**src/rtl/xbus_pkg.sv**
```systemverilog
package xbus_pkg;

    localparam int PHASES_PER_STATE = 2;
    localparam int STATES_PER_CYCLE = 6;
    localparam int TICKS_PER_CYCLE  = PHASES_PER_STATE * STATES_PER_CYCLE;
    localparam int STROBE_SLOTS     = 2;
    localparam int AS_FIRST         = 1;
    localparam int AS_LEN           = 2;
    localparam int RD_FIRST         = 3;
    localparam int RD_LEN           = 3;
    localparam int ADDR_W           = 16;
    localparam int BYTE_W           = 8;

    typedef enum logic [1:0] {
        KIND_FETCH   = 2'd0,
        KIND_TABLE   = 2'd1,
        KIND_XDATA16 = 2'd2,
        KIND_XDATA8  = 2'd3
    } bus_kind_e;

    typedef struct packed {
        logic              valid;
        bus_kind_e         kind;
        logic              ext;
        logic              as_off;
        logic [BYTE_W-1:0] hi_addr;
        logic [BYTE_W-1:0] latch;
    } cyc_desc_t;

    function automatic logic is_xdata(input bus_kind_e k);
        return (k == KIND_XDATA16) || (k == KIND_XDATA8);
    endfunction

    function automatic logic is_code(input bus_kind_e k);
        return (k == KIND_FETCH) || (k == KIND_TABLE);
    endfunction

    function automatic logic tick_in(input int t, input int first, input int len);
        return (t >= first) && (t < first + len);
    endfunction

    function automatic logic as_slot_on(input cyc_desc_t d, input logic last_slot);
        logic gated;
        gated = d.as_off && !d.ext && (d.kind == KIND_FETCH);
        return d.valid && !(is_xdata(d.kind) && last_slot) && !gated;
    endfunction

    function automatic logic rd_slot_on(input cyc_desc_t d);
        return d.valid && d.ext && is_code(d.kind);
    endfunction

    function automatic logic [BYTE_W-1:0] hi_select(input cyc_desc_t d);
        logic [BYTE_W-1:0] v;
        if (!d.valid)                  v = '1;
        else if (d.kind == KIND_XDATA8)  v = d.latch;
        else if (d.kind == KIND_XDATA16) v = d.hi_addr;
        else if (d.ext)                v = d.hi_addr;
        else                           v = d.latch;
        return v;
    endfunction

endpackage

```
**src/rtl/xbus_timebase.sv**
```systemverilog
module xbus_timebase #(
    parameter int STATES = xbus_pkg::STATES_PER_CYCLE,
    parameter int PHASES = xbus_pkg::PHASES_PER_STATE,
    localparam int TICKS = STATES * PHASES,
    localparam int TW    = $clog2(TICKS)
) (
    input  logic          clk_i,
    input  logic          rst_i,
    output logic [TW-1:0] tick_next_o,
    output logic          wrap_o
);

    logic [TW-1:0] tick_q;

    assign wrap_o = (tick_q == TW'(TICKS - 1));

    always_comb begin
        if (rst_i || wrap_o) tick_next_o = '0;
        else                 tick_next_o = tick_q + TW'(1);
    end

    always_ff @(posedge clk_i) begin
        tick_q <= tick_next_o;
    end

    AST_TICK_RANGE: assert property (@(posedge clk_i) disable iff (rst_i)
        tick_q < TW'(TICKS));
    AST_TICK_STEP: assert property (@(posedge clk_i) disable iff (rst_i)
        (tick_q != '0) |-> (tick_q == $past(tick_q) + TW'(1)));

endmodule

```
**src/rtl/xbus_mode_latch.sv**
```systemverilog
module xbus_mode_latch (
    input  logic clk_i,
    input  logic rst_i,
    input  logic ext_code_n_i,
    input  logic lock1_i,
    output logic ext_exec_o
);

    logic strap_q;

    always_ff @(posedge clk_i) begin
        if (rst_i) strap_q <= ext_code_n_i;
    end

    assign ext_exec_o = lock1_i ? ~strap_q : ~ext_code_n_i;

    AST_LOCK_HOLD: assert property (@(posedge clk_i) disable iff (rst_i)
        (lock1_i && $past(lock1_i) && !$past(rst_i)) |-> $stable(ext_exec_o));

endmodule

```
**src/rtl/xbus_cycle_reg.sv**
```systemverilog
module xbus_cycle_reg
    import xbus_pkg::*;
#(
    parameter int AW = ADDR_W
) (
    input  logic              clk_i,
    input  logic              rst_i,
    input  logic              wrap_i,
    input  bus_kind_e         kind_i,
    input  logic              ext_i,
    input  logic              as_off_i,
    input  logic [AW-1:0]     addr_i,
    input  logic [BYTE_W-1:0] latch_i,
    output cyc_desc_t         desc_next_o
);

    cyc_desc_t desc_q;

    always_comb begin
        desc_next_o = desc_q;
        if (rst_i) begin
            desc_next_o = '0;
        end else if (wrap_i) begin
            desc_next_o.valid   = 1'b1;
            desc_next_o.kind    = kind_i;
            desc_next_o.ext     = ext_i;
            desc_next_o.as_off  = as_off_i;
            desc_next_o.hi_addr = addr_i[AW-1 -: BYTE_W];
            desc_next_o.latch   = latch_i;
        end
    end

    always_ff @(posedge clk_i) begin
        desc_q <= desc_next_o;
    end

    AST_DESC_HOLD: assert property (@(posedge clk_i) disable iff (rst_i)
        (!$past(wrap_i) && !$past(rst_i)) |-> $stable(desc_q));

endmodule

```
**src/rtl/xbus_strobe_gen.sv**
```systemverilog
module xbus_strobe_gen
    import xbus_pkg::*;
#(
    parameter int TICKS    = TICKS_PER_CYCLE,
    parameter int SLOTS    = STROBE_SLOTS,
    parameter int AS_START = AS_FIRST,
    parameter int AS_WIDTH = AS_LEN,
    parameter int RD_START = RD_FIRST,
    parameter int RD_WIDTH = RD_LEN,
    localparam int TW       = $clog2(TICKS),
    localparam int SLOT_LEN = TICKS / SLOTS
) (
    input  logic              clk_i,
    input  logic              rst_i,
    input  logic [TW-1:0]     tick_next_i,
    input  cyc_desc_t         desc_next_i,
    output logic              addr_strobe_o,
    output logic              code_rd_n_o,
    output logic [BYTE_W-1:0] hi_addr_o
);

    logic [SLOTS-1:0] as_hit;
    logic [SLOTS-1:0] rd_hit;

    for (genvar g = 0; g < SLOTS; g++) begin : g_slot
        localparam int BASE = g * SLOT_LEN;
        localparam logic LAST = (g == SLOTS - 1);
        assign as_hit[g] = as_slot_on(desc_next_i, LAST)
                        && tick_in(int'(tick_next_i), BASE + AS_START, AS_WIDTH);
        assign rd_hit[g] = rd_slot_on(desc_next_i)
                        && tick_in(int'(tick_next_i), BASE + RD_START, RD_WIDTH);
    end

    always_ff @(posedge clk_i) begin
        if (rst_i) begin
            addr_strobe_o <= 1'b0;
            code_rd_n_o   <= 1'b1;
            hi_addr_o     <= '1;
        end else begin
            addr_strobe_o <= |as_hit;
            code_rd_n_o   <= ~(|rd_hit);
            hi_addr_o     <= hi_select(desc_next_i);
        end
    end

    AST_NO_OVERLAP: assert property (@(posedge clk_i) disable iff (rst_i)
        !(addr_strobe_o && !code_rd_n_o));
    AST_AS_WIDTH: assert property (@(posedge clk_i) disable iff (rst_i)
        $fell(addr_strobe_o) |-> $past(addr_strobe_o, 2));
    AST_RD_WIDTH: assert property (@(posedge clk_i) disable iff (rst_i)
        $rose(code_rd_n_o) |-> !$past(code_rd_n_o, 3));
    AST_HI_HOLD: assert property (@(posedge clk_i) disable iff (rst_i)
        (($past(tick_next_i) != '0) && !$past(rst_i)) |-> $stable(hi_addr_o));
    AST_XDATA_NO_RD: assert property (@(posedge clk_i) disable iff (rst_i)
        ($past(desc_next_i.valid) && $past(is_xdata(desc_next_i.kind))) |-> code_rd_n_o);

endmodule

```
**src/rtl/xbus_sequencer.sv**
```systemverilog
module xbus_sequencer
    import xbus_pkg::*;
(
    input  logic              clk_i,
    input  logic              rst_i,
    input  logic [1:0]        bus_kind_i,
    input  logic              ext_code_n_i,
    input  logic              lock1_i,
    input  logic              as_off_i,
    input  logic [ADDR_W-1:0] addr_i,
    input  logic [BYTE_W-1:0] p2_latch_i,
    output logic              addr_strobe_o,
    output logic              code_rd_n_o,
    output logic [BYTE_W-1:0] hi_addr_o
);

    localparam int TW = $clog2(TICKS_PER_CYCLE);

    logic [TW-1:0] tick_next;
    logic          wrap;
    logic          ext_exec;
    cyc_desc_t     desc_next;

    xbus_timebase #(
        .STATES (STATES_PER_CYCLE),
        .PHASES (PHASES_PER_STATE)
    ) u_timebase (
        .clk_i       (clk_i),
        .rst_i       (rst_i),
        .tick_next_o (tick_next),
        .wrap_o      (wrap)
    );

    xbus_mode_latch u_mode (
        .clk_i        (clk_i),
        .rst_i        (rst_i),
        .ext_code_n_i (ext_code_n_i),
        .lock1_i      (lock1_i),
        .ext_exec_o   (ext_exec)
    );

    xbus_cycle_reg #(
        .AW (ADDR_W)
    ) u_cycle (
        .clk_i       (clk_i),
        .rst_i       (rst_i),
        .wrap_i      (wrap),
        .kind_i      (bus_kind_e'(bus_kind_i)),
        .ext_i       (ext_exec),
        .as_off_i    (as_off_i),
        .addr_i      (addr_i),
        .latch_i     (p2_latch_i),
        .desc_next_o (desc_next)
    );

    xbus_strobe_gen #(
        .TICKS    (TICKS_PER_CYCLE),
        .SLOTS    (STROBE_SLOTS),
        .AS_START (AS_FIRST),
        .AS_WIDTH (AS_LEN),
        .RD_START (RD_FIRST),
        .RD_WIDTH (RD_LEN)
    ) u_strobe (
        .clk_i         (clk_i),
        .rst_i         (rst_i),
        .tick_next_i   (tick_next),
        .desc_next_i   (desc_next),
        .addr_strobe_o (addr_strobe_o),
        .code_rd_n_o   (code_rd_n_o),
        .hi_addr_o     (hi_addr_o)
    );

endmodule

```
**config.mk**
```make
export PLATFORM = sky130hd
export DESIGN_NAME = xbus_sequencer
export DESIGN_NICKNAME = d
export VERILOG_FILES = /design/src/rtl/xbus_pkg.sv /design/src/rtl/xbus_timebase.sv /design/src/rtl/xbus_mode_latch.sv /design/src/rtl/xbus_cycle_reg.sv /design/src/rtl/xbus_strobe_gen.sv /design/src/rtl/xbus_sequencer.sv
export SDC_FILE = /design/constraint.sdc
export NUM_CORES = 1
export LEC_CHECK = 0
export CAP_MARGIN = 30
export CORE_MARGIN = 2
export CORE_UTILIZATION = 48
export CTS_CLUSTER_DIAMETER = 50
export CTS_CLUSTER_SIZE = 12
export DETAILED_ROUTE_END_ITERATION = 16
export GPL_TIMING_DRIVEN = 0
export PLACE_DENSITY = 0.87
export RECOVER_POWER = 25
export SLEW_MARGIN = 20
export SYNTH_ARGS = -nofsm -noshare
export SYNTH_HDL_FRONTEND = slang
export SYNTH_SLANG_ARGS = --single-unit
```
**constraint.sdc**
```tcl
create_clock -name clk_i -period 2.31 [get_ports clk_i]
set_input_delay 0.3465 -clock clk_i [delete_from_list [all_inputs] [get_ports clk_i]]
set_output_delay 0.3465 -clock clk_i [all_outputs]
set_load 0.05 [all_outputs]
```
* Word-level counts from Yosys, hierarchy flattened
Index checks and enable logic that the tools add are counted.
** Cells by class
- Reduce and logical (&&, ||, !) cells :: 25
- Add/sub/neg operators :: 1
- Bitwise logic cells :: 4
- Multiplexer cells :: 7
- Equality and inequality tests :: 4
- $lt $le $gt $ge :: 8
** Operators with widths (count)
- 21-bit 2-to-1 mux :: 2
- 8-bit 2-to-1 mux :: 3
- 1-bit logical AND :: 15
- 4-bit less-than comparator, second input constant :: 2
- 2-bit OR reduction :: 3
- 4-bit by 1-bit adder with 4-bit output, second input constant :: 1
- 2-bit equality test, second input constant :: 2
- 4-bit equality test, second input constant :: 1
- 4-bit by 1-bit greater-or-equal comparator with 1-bit output, second input constant :: 1
- 4-bit by 2-bit greater-or-equal comparator with 1-bit output, second input constant :: 1
- 4-bit by 3-bit greater-or-equal comparator with 1-bit output, second input constant :: 1
- 4-bit greater-or-equal comparator, second input constant :: 1
- 4-bit by 2-bit less-than comparator with 1-bit output, second input constant :: 1
- 4-bit by 3-bit less-than comparator with 1-bit output, second input constant :: 1
- 4-bit 2-to-1 mux :: 1
- 1-bit inverter :: 4
- 1-bit logical NOT :: 3
- 1-bit logical OR :: 3
- 2-bit by 1-bit equality test with 1-bit output, second input constant :: 1
- 2-bit logical NOT :: 1
- 1-bit 2-to-1 mux :: 1
** Storage, ports and cells
- Logic and storage cells :: 60
- Output and inout bits :: 10
- Input bits :: 31
- Bits in registers :: 36

* Longest topological paths before layout
Gate-level depths: netlist of the first run.
- Depth in word-level cells :: 11
- Mapped depth :: 8
- Depth with buffers taken out :: 5

* Cells and area by module
A second synthesis of the first run with hierarchy kept.
** Unflattened totals
- Cell total of the unflattened synthesis :: 143
- Area total of the unflattened synthesis :: 1451.4 um2
** By module, submodules not included
- xbus_cycle_reg :: sequential area each 420.4 um2, cells an instance 68, area an instance 762.0 um2, times used 1
- xbus_strobe_gen :: sequential area each 200.2 um2, cells an instance 56, area an instance 473.0 um2, times used 1
- xbus_timebase :: sequential area each 80.1 um2, cells an instance 17, area an instance 176.4 um2, times used 1
- xbus_mode_latch :: sequential area each 30.0 um2, cells an instance 2, area an instance 40.0 um2, times used 1

* Least setup slack after synthesis of the first run
Ideal clock, no wire load.
- Path kind :: register to register
- From :: register u_timebase.tick_q[0]
- To :: register u_strobe.hi_addr_o[0]
- Path buffers :: 2
- Data arrival time :: 1595 ps
- Slack :: 593 ps
- Period minus slack after synthesis :: 1717 ps
- Library setup time :: 122 ps
- Data required time :: 2188 ps
- Cell stages (with the launch flop) :: 8
- Cells stage by stage :: dfxtp_1 ha_1 buf_6 and3b_1 buf_6 a21oi_4 a21boi_4 a221o_1
** On the way
- Cells in the longest elaborated chain, start to end :: 6
- Elaborated cells on any way between the ends :: 10
- Classes of those cells :: 3 x eq/ne; 5 x mux; 1 x bitwise; 1 x reduce/logical
** Ends and longest elaborated chain
- from (decl) :: line xbus_timebase.sv:13 : logic [TW-1:0] tick_q;
- from (signal assigned) :: line xbus_timebase.sv:23 : tick_q <= tick_next_o;
- 4-bit equality test (*) :: line xbus_timebase.sv:15 : assign wrap_o = (tick_q == TW'(TICKS - 1));
- 21-bit 2-to-1 mux (*) :: line xbus_cycle_reg.sv:23 : end else if (wrap_i) begin
- 21-bit 2-to-1 mux (*) :: line xbus_cycle_reg.sv:21 : if (rst_i) begin
- 2-bit equality test or 8-bit 2-to-1 mux (tied branches)
- 8-bit 2-to-1 mux :: line xbus_pkg.sv:56 : else if (d.kind == KIND_XDATA16) v = d.hi_addr;
- 8-bit 2-to-1 mux :: line xbus_pkg.sv:55 : else if (d.kind == KIND_XDATA8) v = d.latch;
- to (signal assigned) :: line xbus_strobe_gen.sv:42 : hi_addr_o <= hi_select(desc_next_i);
- to (decl) :: line xbus_strobe_gen.sv:19 : output logic [BYTE_W-1:0] hi_addr_o
Mark *: on every way between the ends. The rest lies on a longest branch, timed or not.
A chain may end at the register's enable or synchronous reset.

* Final worst setup path of the first run
- From :: register u_timebase.tick_q[0]
- To :: register u_strobe.hi_addr_o[2]
The elaborated chain is that of the path after synthesis.

==> results of run 1 <==
## per-stage QoR
stage,setup WS [ps],total power [W],instances
after global routing,173,0.00125,273
after CTS,422,0.00120,273
after global placement,376,0.000770,265
after floorplan,593,0.000714,187
final,321,0.00120,273
after detailed placement,373,0.000773,265
## flip-flops by register name, indices dropped and copies added, names as in the netlist
| signal | count |
|---|---|
| u_strobe.code_rd_n_o | 1 |
| u_strobe.addr_strobe_o | 1 |
| u_cycle.desc_q | 21 |
| u_timebase.tick_q | 4 |
| u_mode.strap_q | 1 |
| u_strobe.hi_addr_o | 8 |
## cell usage after synthesis (2+ instances only)
| cell type | number | area [um^2] |
|---|---|---|
| and3b_1 | 2 | 17.5 |
| nor4b_1 | 2 | 17.5 |
| a211oi_1 | 2 | 15.0 |
| dfxtp_1 | 35 | 701 |
| a22o_1 | 8 | 70.1 |
| nor3_1 | 4 | 20.0 |
| a221o_1 | 8 | 80.1 |
| nand3b_1 | 3 | 22.5 |
| buf_6 | 2 | 22.5 |
| clkbuf_1 | 4 | 15.0 |
| inv_1 | 4 | 15.0 |
| nand2_1 | 43 | 161 |
| nor2b_1 | 2 | 12.5 |
| buf_2 | 7 | 35.0 |
| a21oi_1 | 22 | 110 |
| buf_1 | 3 | 11.3 |
| nor2_1 | 5 | 18.8 |
| o21ai_0 | 2 | 10.0 |
| mux2i_1 | 2 | 20.0 |
## kinds of logic (layout without fill, tap and decap cells)
logic type / count (synthesis) / count (layout) / synth area share
AOI/OAI and AO/OA: 58 / 58 / 0.268
xor gates and xnor gates: 2 / 2 / 0.0106
adders and majority gates: 1 / 1 / 0.00757
buffers and inverters: 21 / 61 / 0.0621
DFF: 36 / 36 / 0.442
muxes: 2 / 2 / 0.0121
and+or+nand+nor: 67 / 67 / 0.198
## report_power, final
group | total, W | internal, W | switching [W]
combinational | 0.000126 | 0.0000637 | 0.0000623
clock | 0.000436 | 0.000227 | 0.000209
sequential | 0.000633 | 0.000629 | 0.00000415
total | 0.00119 | 0.000920 | 0.000275
## area by class of cell
cell class,count,area (um^2),share of cell area
Clock inverter,2,35.0,0.0167
Sequential cell,36,731,0.348
Clock buffer,6,41.3,0.0197
Tap cell,46,57.6,0.0274
Timing Repair Buffer,32,320,0.153
Inverter,5,18.8,0.00894
Buffer,16,76.3,0.0364
Multi-Input combinational cell,130,820,0.390
## how the worst max path moves through the flow
stage | slack [ps] | startpoint | depth (start not counted) | endpoint
3_3_place_gp | 380 | bus_kind_i[1] | 5 | u_strobe.hi_addr_o[2]$_SDFF_PP1_
6_report | 320 | u_timebase.tick_q[0]$_DFF_P_ | 7 | u_strobe.hi_addr_o[2]$_SDFF_PP1_
3_5_place_dp | 370 | bus_kind_i[1] | 5 | u_strobe.hi_addr_o[1]$_SDFF_PP1_
4_1_cts | 420 | u_timebase.tick_q[0]$_DFF_P_ | 7 | u_strobe.hi_addr_o[2]$_SDFF_PP1_
5_1_grt | 170 | u_timebase.tick_q[0]$_DFF_P_ | 8 | u_cycle.desc_q[16]$_DFF_P_
2_1_floorplan | 590 | u_timebase.tick_q[0]$_DFF_P_ | 7 | u_strobe.hi_addr_o[0]$_SDFF_PP1_
## per-layer routing
metal  vias to the layer above  routed length (um)
li1                        748                   -
met1                       685                1690
met2                        33                1730
met3                         7                 168
met4                         0                  61
met5                         -                   0
## cell usage in the layout (no fill, tap or decap), types with 2 or more instances in the layout
master,instances
buf_2,7
nor3_1,4
o21ai_0,2
and3b_1,2
nand3b_1,3
nor4b_1,2
nor2_1,5
inv_1,4
a221o_1,8
clkdlybuf4s50_1,30
clkbuf_1,6
clkbuf_4,5
mux2i_1,2
a211oi_1,2
a21oi_1,22
nor2b_1,2
dlygate4sd3_1,2
buf_1,3
nand2_1,43
dfxtp_1,35
a22o_1,8
## worst max-delay path, stage by stage, from the launching register on
cell	delay, ps
dfxtp_1	400
ha_1	180
buf_6	120
and3b_1	160
clkbuf_1	290
buf_2	290
o21bai_2	160
a221o_1	290
==> results.json, run 1 <==
{
  "status": "complete, no violations",
  "start_kind": "register",
  "final_antenna_net_count": 0,
  "grtUsageMet3": 0.0396,
  "r2r_cells": 7,
  "min_period_over_period": 0.861,
  "viasPerCell": 5.40,
  "antenna_found_initial": 0,
  "dieArea_um2": 3930,
  "synth_cell_types": 46,
  "min_delay_path_depth": 2,
  "avgSynthCellArea_um2": 8.84,
  "arrival_ps": 2230,
  "clk_pin_slew_ps": 110,
  "drc_errors": 0,
  "worst_slew_pin_slew_ps": 501,
  "wirelength_um": 3640,
  "synth_edf_count": 1,
  "postLayoutCoreUtil": 0.634,
  "synth_area_um2": 1650,
  "first_iter_violations": 75,
  "core_area_um2": 3310,
  "ys_warn_count": 0,
  "placed_cell_area_um2": 2030,
  "clock_sinks": 36,
  "final_area_um2": 2100,
  "fill_cells": 290,
  "critPathKind": "register to register",
  "num_antenna_cells": 0,
  "setup_tns_ps": 0,
  "via_count": 1473,
  "clock_path_buffers": 2,
  "ys.flop_type": "dfxtp_1",
  "cts_made_buffers": 5,
  "nets": 258,
  "peakVddDrop_uv": 266,
  "r2r-end": "u_strobe.hi_addr_o[2]$_SDFF_PP1_",
  "endpoint_kind": "register",
  "max_freq_mhz": 503,
  "root_buffer": "clkbuf_4",
  "clk_latency_ps": 340,
  "numPortBuffers": 32,
  "synthArstFlopShare": 0,
  "gp_congestion": 0.890,
  "avgRoutedWirePerCell_um": 13.3,
  "synth_nets": 219,
  "postCtsSetupRepairBufs": 0,
  "min_path_type": "register to register",
  "post_cts_resized": 0,
  "maxSlewViolCount": 0,
  "critPathRequiredTime_ps": 2550,
  "timing.reg2reg.setup_slack_ps": 320,
  "finalHoldViolations": 0,
  "p_per_area_nw_per_um2": 569,
  "drive_above_1_share": 0.0969,
  "htreeDepth": 2,
  "cp_max_fo": 10,
  "cap_violations": 0,
  "holdBufCountCts": 0,
  "start_util": 0.499,
  "power.leakage_nw": 0.789,
  "grt_pass1_vias": 1365,
  "overflow": 0,
  "hp-start": "u_cycle.desc_q[1]$_DFF_P_",
  "met2_usage": 0.305,
  "whs_ps": 462,
  "synthCells": 187,
  "finalSetupViolCount": 0,
  "grt_start_max_net_pins": 12,
  "grtUsageMet1": 0.270,
  "rsz0062_at_grt": "no",
  "place_hpwl_um": 2600,
  "period_needed_ps": 1990,
  "reg2reg_from": "u_timebase.tick_q[0]$_DFF_P_",
  "grt_pass1_wl_um": 6320,
  "area_growth_pct": 27.0,
  "die_y_um": 62.7,
  "rows": 21,
  "ios": 41,
  "gr-max-usage-layer": "met2",
  "die_w_um": 62.7,
  "synth_seq_cells": 36,
  "max_slew_margin": 0.665,
  "clock_skew_ps": 8.69,
  "drtPass1Iterations": 5,
  "groute.usage.overall": 0.200,
  "cts_tree": "done",
  "seq_area_frac_synth": 0.442,
  "whs_endpoint": "u_cycle.desc_q[1]$_DFF_P_"
}
(Power assumes the default switching activity.)
==> run 2: changes to the inputs <==
--- a/config.mk
+++ b/config.mk
@@ -7,14 +7,15 @@
 export LEC_CHECK = 0
 export CAP_MARGIN = 30
 export CORE_MARGIN = 2
-export CORE_UTILIZATION = 48
+export CORE_UTILIZATION = 46
 export CTS_CLUSTER_DIAMETER = 50
 export CTS_CLUSTER_SIZE = 12
 export DETAILED_ROUTE_END_ITERATION = 16
 export GPL_TIMING_DRIVEN = 0
-export PLACE_DENSITY = 0.87
+export PLACE_DENSITY = 0.86
 export RECOVER_POWER = 25
 export SLEW_MARGIN = 20
 export SYNTH_ARGS = -nofsm -noshare
 export SYNTH_HDL_FRONTEND = slang
+export SYNTH_HIERARCHICAL = 1
 export SYNTH_SLANG_ARGS = --single-unit
==> results.json, run 2 <==
{
  "gp_congestion": 0.777,
  "maxSlewViolCount": 0,
  "start_util": 0.479,
  "hp-start": "u_cycle/desc_q[20]$_DFF_P_",
  "num_antenna_cells": 0,
  "clock_path_buffers": 2,
  "cp-startpoint": "u_timebase/tick_q[0]$_DFF_P_",
  "grt_pass1_vias": 1165,
  "cts_tree": "done",
  "avgSynthCellArea_um2": 10.1,
  "seq_area_frac_synth": 0.503,
  "dieArea_um2": 3620,
  "antenna_found_initial": 0,
  "start_kind": "register",
  "crit_slowest_cell": "dfxtp_1",
  "wirelength_um": 3100,
  "clock_sinks": 36,
  "nets": 214,
  "cts_made_buffers": 5,
  "rsz0062_at_grt": "no",
  "synth_top_cell_by_area": "dfxtp_1",
  "synth_seq_cells": 36,
  "power.leakage_nw": 0.633,
  "grt_start_max_net_pins": 12,
  "core_area_um2": 3030,
  "via_count": 1124,
  "mostFrequentLayoutCells": "dfxtp_1, clkdlybuf4s50_1, nor2_1",
  "groute.usage.overall": 0.192,
  "arrival_ps": 2390,
  "met2_usage": 0.329,
  "cap_violations": 0,
  "rows": 20,
  "synth_cell_types": 30,
  "p_per_area_nw_per_um2": 546,
  "htreeDepth": 2,
  "grtUsageMet3": 0.0584,
  "numPortBuffers": 32,
  "max_slew_margin": 0.513,
  "ys_warn_count": 6,
  "min_delay_path_depth": 2,
  "grt_pass1_wl_um": 5000,
  "ys_top_cells_by_count": "dfxtp_1, nor2_1, mux2i_1",
  "synth_edf_count": 1,
  "status": "complete, no violations",
  "slowest_delay_ps": 370,
  "regMostFlops": "u_cycle/desc_q",
  "critPathKind": "register to register",
  "die_y_um": 60.2,
  "worst_slack_ps": 144,
  "finalSetupViolCount": 0,
  "place_inst": 219,
  "place_hpwl_um": 2260,
  "clk_latency_ps": 340,
  "largest_reg_flops": 21,
  "overflow": 0,
  "clock_skew_ps": 4.81,
  "finalHoldViolations": 0,
  "period_needed_ps": 2170,
  "setup_tns_ps": 0,
  "cp_max_fo": 10,
  "ys.flop_type": "dfxtp_1",
  "clk_pin_slew_ps": 100,
  "area_growth_pct": 28.7,
  "synthCells": 143,
  "min_path_type": "register to register",
  "min_period_over_period": 0.938,
  "drc_errors": 0,
  "ios": 41,
  "timing.reg2reg.setup_slack_ps": 140,
  "grtUsageMet1": 0.208,
  "post_cts_resized": 0,
  "postCtsSetupRepairBufs": 0,
  "synth_nets": 175,
  "viasPerCell": 4.95,
  "synthArstFlopShare": 0,
  "drtPass1Iterations": 4,
  "reg.largest.list": "u_cycle/desc_q (21), u_strobe/hi_addr_o (8), u_timebase/tick_q (4)",
  "holdBufCountCts": 0,
  "synth.most_common_cell": "dfxtp_1",
  "pre_cts_slack_ps": 18.0,
  "avgRoutedWirePerCell_um": 13.6,
  "layout_commonest_cell": "dfxtp_1",
  "synth_area_um2": 1450,
  "worst_slew_pin_slew_ps": 729,
  "max_freq_mhz": 462,
  "synthDominantCellAreaShare": 0.483,
  "gr-max-usage-layer": "met2",
  "first_iter_violations": 26,
  "path_cells": "ha_1 > nand2b_1 > nor2_2 > buf_6 > buf_12 > mux2i_1 > nor2_1 > and2b_1 > o21ai_0 > nand3_1",
  "r2r_cells": 10,
  "final_cells": 227,
  "die_w_um": 60.2,
  "peakVddDrop_uv": 282,
  "endpoint_kind": "register",
  "root_buffer": "clkbuf_4",
  "final_antenna_net_count": 0,
  "critPathRequiredTime_ps": 2530,
  "drive_above_1_share": 0.0929,
  "synth.area.top_cells": "dfxtp_1, mux2i_1, nand3_1",
  "reg2reg_from": "u_timebase/tick_q[0]$_DFF_P_"
}
## run 2: path summary, 6_finish.rpt
kind | end
max | u_strobe/hi_addr_o[5]$_SDFF_PP1_
min | u_cycle/desc_q[20]$_DFF_P_
max reg2reg | u_strobe/hi_addr_o[5]$_SDFF_PP1_
min reg2reg | u_cycle/desc_q[20]$_DFF_P_
## run 2: routing by layer
layer / up-vias / wire [um]
met1: 517 / 1360
met4: 0 / 76
met3: 7 / 154
li1: 570 / -
met5: - / 0
met2: 30 / 1510
## run 2: where the power goes
part / leakage (nW) / switching, W / internal (W)
Combinational: 0.311 / 0.0000281 / 0.0000428
Clock: 0.0293 / 0.000198 / 0.000119
Sequential: 0.293 / 0.00000383 / 0.000629
## run 2: stage by stage
stage / hold WS, ps / util / power (W) / instance area, um^2
after floorplan: 438 / - / 0.000671 / 1450
after global placement: 455 / 0.603 / 0.000715 / 1830
after detailed placement: 461 / 0.603 / 0.000720 / 1830
after CTS: 477 / 0.620 / 0.00104 / 1880
after global routing: 539 / 0.617 / 0.00107 / 1870
final: 476 / 0.617 / 0.00102 / 1870
## run 2: final cells by class
cell class / instances / area [um^2]
multi-input combinational: 97 / 628
clock inverter: 1 / 5.00
buffer: 8 / 76.3
fill: 245 / 1160
inverter: 2 / 7.51
clock buffer: 7 / 45.0
sequential: 36 / 731
tap: 44 / 55.1
timing repair buffer: 32 / 320
## run 2: logic make-up (layout without fill, tap and decap cells)
group / count (synthesis) / in the layout / share of synthesized area
DFF: 36 / 36 / 0.503
and+or+nand+nor: 59 / 59 / 0.218
buffers and inverters: 10 / 50 / 0.0578
xor gates and xnor gates: 1 / 1 / 0.00604
adders and majority gates: 1 / 1 / 0.00862
AOI/OAI and AO/OA: 14 / 14 / 0.0543
muxes: 22 / 22 / 0.152
## run 2: worst max-delay path, delay by kind of cell, from the launching register on
family                     cells  cell delay, ps
adders and majority gates      1             200
buffers and inverters          2             290
muxes                          1              80
and+or+nand+nor                5             860
AOI/OAI and AO/OA              1             250
DFF                            1             370
